`src/rtl/pdseq_pkg.sv`:
```
package pdseq_pkg;
  typedef enum logic [2:0] {
    ST_RUN     = 3'd0,
    ST_CONFIRM = 3'd1,
    ST_DRAIN   = 3'd2,
    ST_OFF     = 3'd3,
    ST_WAKE    = 3'd4
  } pd_state_t;
endpackage

```
`src/rtl/pdseq_sync.sv`:
```
// Multi-stage synchronizer; resets to the "request idle" level.
module pdseq_sync #(
  parameter int STAGES  = 2,
  parameter bit RST_VAL = 1'b1
) (
  input  logic clk,
  input  logic rst_n,
  input  logic d,
  output logic q
);
  logic [STAGES-1:0] sh_q;

  always_ff @(posedge clk or negedge rst_n) begin
    if (!rst_n) sh_q <= {STAGES{RST_VAL}};
    else        sh_q <= {sh_q[STAGES-2:0], d};
  end

  assign q = sh_q[STAGES-1];
endmodule

```
`src/rtl/pdseq_gate.sv`:
```
// One output: sets its hold-low control on the first observed falling edge
// of its clock while armed; cleared only by the common release.
module pdseq_gate (
  input  logic clk,
  input  logic rst_n,
  input  logic phase,
  input  logic arm,
  input  logic clear,
  output logic forced
);
  logic prev_q;
  logic forced_d;

  always_comb begin
    forced_d = forced;
    if (clear)                      forced_d = 1'b0;
    else if (arm && prev_q && !phase) forced_d = 1'b1;
  end

  always_ff @(posedge clk or negedge rst_n) begin
    if (!rst_n) begin
      prev_q <= 1'b0;
      forced <= 1'b0;
    end else begin
      prev_q <= phase;
      forced <= forced_d;
    end
  end
endmodule

```
`src/rtl/pdseq_stab.sv`:
```
// Stabilization timer: counts tick pulses while enabled.
module pdseq_stab #(
  parameter int TICKS = 8
) (
  input  logic clk,
  input  logic rst_n,
  input  logic en,
  input  logic tick,
  output logic done
);
  localparam int CW = (TICKS > 1) ? $clog2(TICKS) : 1;
  localparam logic [CW-1:0] LAST = CW'(TICKS - 1);

  logic [CW-1:0] cnt_q;
  logic [CW-1:0] cnt_d;

  assign done = en && tick && (cnt_q == LAST);

  always_comb begin
    cnt_d = cnt_q;
    if (!en)       cnt_d = '0;
    else if (tick) cnt_d = cnt_q + CW'(1);
  end

  always_ff @(posedge clk or negedge rst_n) begin
    if (!rst_n) cnt_q <= '0;
    else        cnt_q <= cnt_d;
  end
endmodule

```
`src/rtl/pdseq_fsm.sv`:
```
module pdseq_fsm
  import pdseq_pkg::*;
(
  input  logic      clk,
  input  logic      rst_n,
  input  logic      req_low,
  input  logic      all_forced,
  input  logic      stab_done,
  output pd_state_t state,
  output logic      drain_arm,
  output logic      wake_en,
  output logic      release_all,
  output logic      osc_stop
);
  pd_state_t state_d;
  logic      stop_q;

  always_comb begin
    state_d = state;
    unique case (state)
      ST_RUN:     if (req_low) state_d = ST_CONFIRM;
      ST_CONFIRM: state_d = req_low ? ST_DRAIN : ST_RUN;
      ST_DRAIN:   if (all_forced) state_d = ST_OFF;
      ST_OFF:     if (!req_low) state_d = ST_WAKE;
      ST_WAKE: begin
        if (req_low)        state_d = ST_OFF;
        else if (stab_done) state_d = ST_RUN;
      end
      default:    state_d = ST_RUN;
    endcase
  end

  always_ff @(posedge clk or negedge rst_n) begin
    if (!rst_n) begin
      state  <= ST_RUN;
      stop_q <= 1'b0;
    end else begin
      state  <= state_d;
      stop_q <= (state_d == ST_OFF);
    end
  end

  assign drain_arm   = (state == ST_DRAIN);
  assign wake_en     = (state == ST_WAKE);
  assign release_all = (state == ST_WAKE) && !req_low && stab_done;
  assign osc_stop    = stop_q;
endmodule

```
`src/rtl/pd_sequencer.sv`:
```
module pd_sequencer
  import pdseq_pkg::*;
#(
  parameter int N_OUT       = 4,
  parameter int SYNC_STAGES = 2,
  parameter int STAB_TICKS  = 8
) (
  input  logic             clk,
  input  logic             rst_n,
  input  logic             pd_req_n,
  input  logic             tick,
  input  logic [N_OUT-1:0] clk_phase,
  output logic [N_OUT-1:0] force_low,
  output logic             osc_stop,
  output logic [2:0]       state_o
);
  logic      req_n_s;
  logic      req_low;
  logic      all_forced;
  logic      stab_done;
  logic      drain_arm;
  logic      wake_en;
  logic      release_all;
  pd_state_t st;

  pdseq_sync #(.STAGES(SYNC_STAGES), .RST_VAL(1'b1)) u_sync (
    .clk(clk), .rst_n(rst_n), .d(pd_req_n), .q(req_n_s)
  );
  assign req_low = !req_n_s;

  for (genvar g = 0; g < N_OUT; g++) begin : g_out
    pdseq_gate u_gate (
      .clk(clk), .rst_n(rst_n), .phase(clk_phase[g]),
      .arm(drain_arm), .clear(release_all), .forced(force_low[g])
    );
  end
  assign all_forced = &force_low;

  pdseq_stab #(.TICKS(STAB_TICKS)) u_stab (
    .clk(clk), .rst_n(rst_n), .en(wake_en), .tick(tick), .done(stab_done)
  );

  pdseq_fsm u_fsm (
    .clk(clk), .rst_n(rst_n), .req_low(req_low), .all_forced(all_forced),
    .stab_done(stab_done), .state(st), .drain_arm(drain_arm),
    .wake_en(wake_en), .release_all(release_all), .osc_stop(osc_stop)
  );

  assign state_o = st;
endmodule

```
`config.mk`:
```
export PLATFORM = sky130hd
export DESIGN_NAME = pd_sequencer
export DESIGN_NICKNAME = d
export VERILOG_FILES = /design/src/rtl/pdseq_pkg.sv /design/src/rtl/pdseq_sync.sv /design/src/rtl/pdseq_gate.sv /design/src/rtl/pdseq_stab.sv /design/src/rtl/pdseq_fsm.sv /design/src/rtl/pd_sequencer.sv
export SDC_FILE = /design/constraint.sdc
export NUM_CORES = 1
export LEC_CHECK = 0
export BUFFER_PORTS_ARGS = -buffer_cell sky130_fd_sc_hd__buf_2
export CORE_MARGIN = 4
export CORE_UTILIZATION = 53
export CTS_BUF_LIST = sky130_fd_sc_hd__clkbuf_4
export DETAILED_ROUTE_END_ITERATION = 8
export PLACE_DENSITY = 0.9
export SYNTH_ARGS = -nofsm -noshare
export SYNTH_HDL_FRONTEND = slang
export SYNTH_SLANG_ARGS = --single-unit
export TNS_END_PERCENT = 50
```
`constraint.sdc`:
```
create_clock -name clk -period 1.4 [get_ports clk]
set_input_delay 0.07 -clock clk [delete_from_list [all_inputs] [get_ports clk]]
set_output_delay 0.07 -clock clk [all_outputs]
set_load 0.005 [all_outputs]
```
== Yosys cells after proc, flatten, opt, wreduce, memory -nomap -nowiden ==
Cells that the tools add are included.
Word-level totals
  bits in registers: 17
  input port bits: 8
  output and inout port bits: 8
Operators by class
  add/subtract/negate cells: 1
  eq/ne operators: 7
  muxes and demuxes: 17
  reduce and logical (&&, ||, !) cells: 22
Operators by type and width (number)
  2-to-1 mux 3 bit: 7
  one-hot mux 3 bit (5 select lines): 1
  logical AND 1 bit: 12
  equality test 3 x 2 -> 1 bit (second input constant): 3
  2-to-1 mux 1 bit: 8
  nonzero test 2 bit: 4
  equality test 3 bit (second input constant): 2
  zero test 1 bit: 4
  AND reduction 4 bit: 1
  adder 3 x 1 -> 3 bit (second input constant): 1
  equality test 3 x 1 -> 1 bit (second input constant): 1
  zero test 3 bit: 1
  2-to-1 mux 2 bit: 1
  != test 2 bit (second input constant): 1

== Logic depth before layout (Yosys ltp) ==
  word-level depth: 7
  mapped depth: 5
  gate-level depth less buffers: 5

== Hierarchy ==
From an unflattened synthesis, not the netlist that was laid out.
Unflattened totals
  cell total of the unflattened synthesis: 55
  area, all modules: 711.9 µm²
Modules (own cells, without submodules)
  pdseq_gate: instances 4, cells an instance 5, area each 66.3 µm², sequential area each 50.0 µm²
  pdseq_fsm: instances 1, cells an instance 19, area each 226.5 µm², sequential area each 100.1 µm²
  pdseq_stab: instances 1, cells an instance 12, area each 155.1 µm², sequential area each 75.1 µm²
  pdseq_sync: instances 1, cells an instance 2, area each 52.6 µm², sequential area each 52.6 µm²
  pd_sequencer: instances 1, cells an instance 2, area each 12.5 µm², sequential area each 0.0 µm²

== Least setup slack after synthesis ==
OpenSTA, ideal clock, no wires.
  kind: reg-to-reg
  start: register u_fsm.state[0]
  end: register g_out[0].u_gate.forced
  setup time: 0.122 ns
  arrival: 1.136 ns
  required time: 1.278 ns
  path slack: 0.142 ns
  stages on the path, launching flop included: 5
  buffers on the path: 1
  path through: dfrtp_1 > or3b_1 > buf_2 > nor2_2 > nor2_1
Between the ends
  longest elaborated chain between the ends: 5
  elaborated cells on any way between the ends: 10
  those cells by class: eq/ne: 2; mux: 1; reduce/logical: 7
Ends and longest elaborated chain
  start, declared: line pdseq_fsm.sv:9  | output pd_state_t state,
  start signal, assigned: line pdseq_fsm.sv:38  | state <= state_d;
  equality test 3 bit: line pdseq_fsm.sv:44, pdseq_fsm.sv:45
  logical AND 1 bit (2 in series): line pdseq_stab.sv:17  | assign done = en && tick && (cnt_q == LAST);
  logical AND 1 bit: line pdseq_fsm.sv:45  | assign release_all = (state == ST_WAKE) && !req_low && stab_done;
  2-to-1 mux 1 bit or nonzero test 2 bit (tied branches)
  end signal, assigned: line pdseq_gate.sv:26  | forced <= forced_d;
  end, declared: line pdseq_gate.sv:9  | output logic forced
Several ways; a longest one is shown, not always the timed one.
A chain may end at the register's enable or synchronous reset.

== Worst setup path after layout ==
  start: register u_fsm.state[1]
  end: register g_out[3].u_gate.forced
Between the ends
  longest elaborated chain between the ends: 5
  elaborated cells on any way between the ends: 10
  those cells by class: eq/ne: 2; mux: 1; reduce/logical: 7
Ends and longest elaborated chain (line)
  equality test 3 bit: pdseq_fsm.sv:44, pdseq_fsm.sv:45
  logical AND 1 bit (2 in series): pdseq_stab.sv:17
  logical AND 1 bit: pdseq_fsm.sv:45
  2-to-1 mux 1 bit or nonzero test 2 bit (tied branches)
  end signal, assigned: pdseq_gate.sv:26
  end, declared: pdseq_gate.sv:9
Several ways; a longest one is shown, not always the timed one.

==> results.sh <==
export IMPL_status="finished, final reports clean"
export IMPL_cts_clk_slew_worst_paths_ns=0.09
export IMPL_slew_violations=0
export IMPL_startpoint="u_fsm.state[1]"
export IMPL_grt_max_degree=18
export IMPL_insertion_delay_ns=0.28
export IMPL_grt_pass1_vias=529
export IMPL_antenna_found_initial=0
export IMPL_core_area_um2=1170
export IMPL_synth_main_ff_cell="dfrtp_1"
export IMPL_via_count=504
export IMPL_final_util_pct=73.8
export IMPL_routedWlPerCell_um=12.8
export IMPL_cts_resized=0
export IMPL_holdCritPathClass="input port to flip-flop"
export IMPL_drcViolationCount=0
export IMPL_grt_pass1_wl_um=2350
export IMPL_clock_skew_ns=0.00214
export IMPL_setup_ws_ns=0.0799
export IMPL_yosys_warnings=0
export IMPL_cts_root_buf="clkbuf_4"
export IMPL_synth_nets=70
export IMPL_fin_setup_tns_ns=0
export IMPL_p_int_w=0.000928
export IMPL_fp_row_count=12
export IMPL_hp_start="tick"
export IMPL_synthTopCellsByArea="dfrtp_1 54%, dfstp_2 7.5%, buf_4 4.3%"
export IMPL_first_iter_violations=2
export IMPL_crit_required_ns=1.57
export IMPL_crit_chain="or3b_1, nor2_2, nor2_1"
export IMPL_whs_ns=0.128
export IMPL_synth_seq_cells=17
export IMPL_wl_um=1230
export IMPL_cp_max_fo=7
export IMPL_critPathSlowestCell="or3b_1"
export IMPL_async_reset_ff_share_pct=100
export IMPL_cts_sinks=17
export IMPL_die_area_um2=1960
export IMPL_yosys_area_top_type="dfrtp_1"
export IMPL_drtPass1Iterations=2
export IMPL_cts_max_path_buffers=2
export IMPL_die_h_um=44.3
export IMPL_worstPathArrival_ns=1.49
export IMPL_powerDensity_nw_per_um2=1540
export IMPL_maxCapViolCount=0
export IMPL_cts_made_buffers=3
export IMPL_pin_count=16
export IMPL_yosysUniqueCellTypes=24
export IMPL_syn2layout_area_growth_pct=23.8
export IMPL_rr_startpoint="u_fsm.state[1]"
export IMPL_slowest_delay_ns=0.49
export IMPL_p_seq_share_pct=48.6
export IMPL_dp_hpwl_um=914
export IMPL_n_antenna_cell=0
export IMPL_final_nets=93
export IMPL_start_kind="flip-flop"
export IMPL_report_final_setup_viol=0
export IMPL_avgSynthCellArea_um2=11.6
export IMPL_crit_type="flip-flop to flip-flop"
export IMPL_hold_viol_final=0
export IMPL_p_sw_w=0.000402
export IMPL_via_per_inst=5.25
export IMPL_period_needed_ns=1.32
export IMPL_worst_slew_pin_slew_ns=0.413
export IMPL_start_util_pct=59.6
export IMPL_pre_cts_slack_ns=0.0872
export IMPL_slew_headroom_pct=72.1
export IMPL_pwr_share_clk_pct=20.3
export IMPL_switching_share_pct=30.2
export IMPL_ys_seq_area_share_pct=61.3
export IMPL_ant_nets=0
export IMPL_rsz0062_at_grt="no"
export IMPL_place_congestion=0.798
export IMPL_grt_remaining_overflow=0
export IMPL_fin_crit_sh_pct=94.3
export IMPL_peakVddDrop_uv=932
export IMPL_port_buffer_count=15
export IMPL_synth_top_cell_area_share_pct=53.8
export IMPL_cts_tree="built"
export IMPL_combPwrFrac_pct=31.2
export IMPL_synth_area_um2=698
export IMPL_leakage_nw=0.414
export IMPL_die_w_um=44.3
export IMPL_crit_path_end_kind="flip-flop"
export IMPL_synth_cells=60
export IMPL_grt_usage_pct=16.8
export IMPL_fmax_mhz=757
export IMPL_drive_gt1_share_pct=31.7
export IMPL_synth_edff_count=0
export IMPL_htreeDepth=1
==> per-layer routing <==
layer,GRT usage (%),share of wire [%],routed length (µm),vias up
li1,-,-,-,246
met1,20.3,41,501,238
met2,27.3,50,616,15
met3,4.07,5.9,73,5
met4,9.04,3.0,37,0
met5,0,0,0,-
==> cell type report <==
class | count | area (µm²)
flip-flops and latches | 17 | 428
fillers | 87 | 307
multi-input cells | 32 | 213
repair buffers | 24 | 158
clock buffers | 4 | 30.0
inverters | 5 | 18.8
well taps | 14 | 17.5
==> stage by stage <==
step                power, W  instance area [µm²]  instances
CTS                  0.00135                  865         96
floorplan           0.000903                  698         60
global route         0.00145                  865         96
detailed placement   0.00106                  774         86
global placement     0.00104                  774         86
finish               0.00133                  865         96
==> critical path: cells and delay by family (launching register included) <==
kind          cells  cell delay (ns)
flops             1             0.43
simple gates      3             0.78
==> layout by cell type (no fill, tap or decap) <==
master         netlist  layout
a21boi_2             1       1
a21o_1               1       1
a21oi_1              1       1
a31oi_1              4       4
and4_1               1       1
buf_2                1      15
buf_4                4       3
clkbuf_4             0       4
dfrtp_1             15      15
dfstp_2              2       2
dlygate4sd3_1        0       6
ha_1                 2       2
inv_1                5       5
mux2i_1              2       2
nand2_1              2       2
nand3_1              2       2
nor2_1               7       7
nor2_2               1       1
nor2b_1              2       2
nor3b_1              1       1
o211ai_1             1       1
o22ai_1              1       1
o311ai_0             1       1
or3b_1               1       1
xnor2_1              1       1
==> flip-flops by register name (all words and copies together) (netlist names) <==
| register | cells |
|---|---|
| u_fsm.state | 3 |
| u_stab.cnt_q | 3 |
| u_sync.sh_q | 2 |
| g_out.u_gate.forced | 4 |
| g_out.u_gate.prev_q | 4 |
| u_fsm.osc_stop | 1 |
==> kinds of logic (layout without fill, tap and decap cells) <==
| family | count (synthesis) | count (layout) | share of synthesized area (%) |
|---|---|---|---|
| buffers and inverters | 11 | 33 | 8.24 |
| adder cells (fa/ha/maj) | 2 | 2 | 3.58 |
| AND/OR/NAND/NOR | 17 | 17 | 12.5 |
| multiplexers | 2 | 2 | 2.87 |
| AO/OA/AOI/OAI | 10 | 10 | 10.2 |
| XOR/XNOR | 1 | 1 | 1.25 |
| flip-flops | 17 | 17 | 61.3 |
==> power groups by stage <==
stage                     logic, W  clock network, W  registers, W
after floorplan           0.000243                 0      0.000660
after global placement    0.000388                 0      0.000648
after detailed placement  0.000408                 0      0.000654
after CTS                 0.000422          0.000280      0.000644
after global routing      0.000469          0.000316      0.000662
final                     0.000414          0.000270      0.000646
==> what timing repair did <==
action                    in CTS  in global routing
buffers inserted               0                  0
hold endpoints to repair      22                  0
hold buffers                   6                  0
==> Yosys cell counts, drive strengths merged (2+ instances only) <==
| master | number |
|---|---|
| a31oi | 4 |
| buf | 5 |
| dfrtp | 15 |
| dfstp | 2 |
| ha | 2 |
| inv | 5 |
| mux2i | 2 |
| nand2 | 2 |
| nand3 | 2 |
| nor2 | 8 |
| nor2b | 2 |
==> worst paths after layout <==
check	endpoint	slack, ns	cells past startpoint
max	g_out[3].u_gate.forced	0.08	3
max in group asynchronous	u_sync.sh_q[0]	0.88	2
max reg2reg	g_out[3].u_gate.forced	0.08	3
min in group asynchronous	u_fsm.osc_stop	0.22	2
min	u_stab.cnt_q[2]	0.13	3
min reg2reg	u_sync.sh_q[1]	0.36	0
No activity file was read; power rests on OpenSTA's default activity.
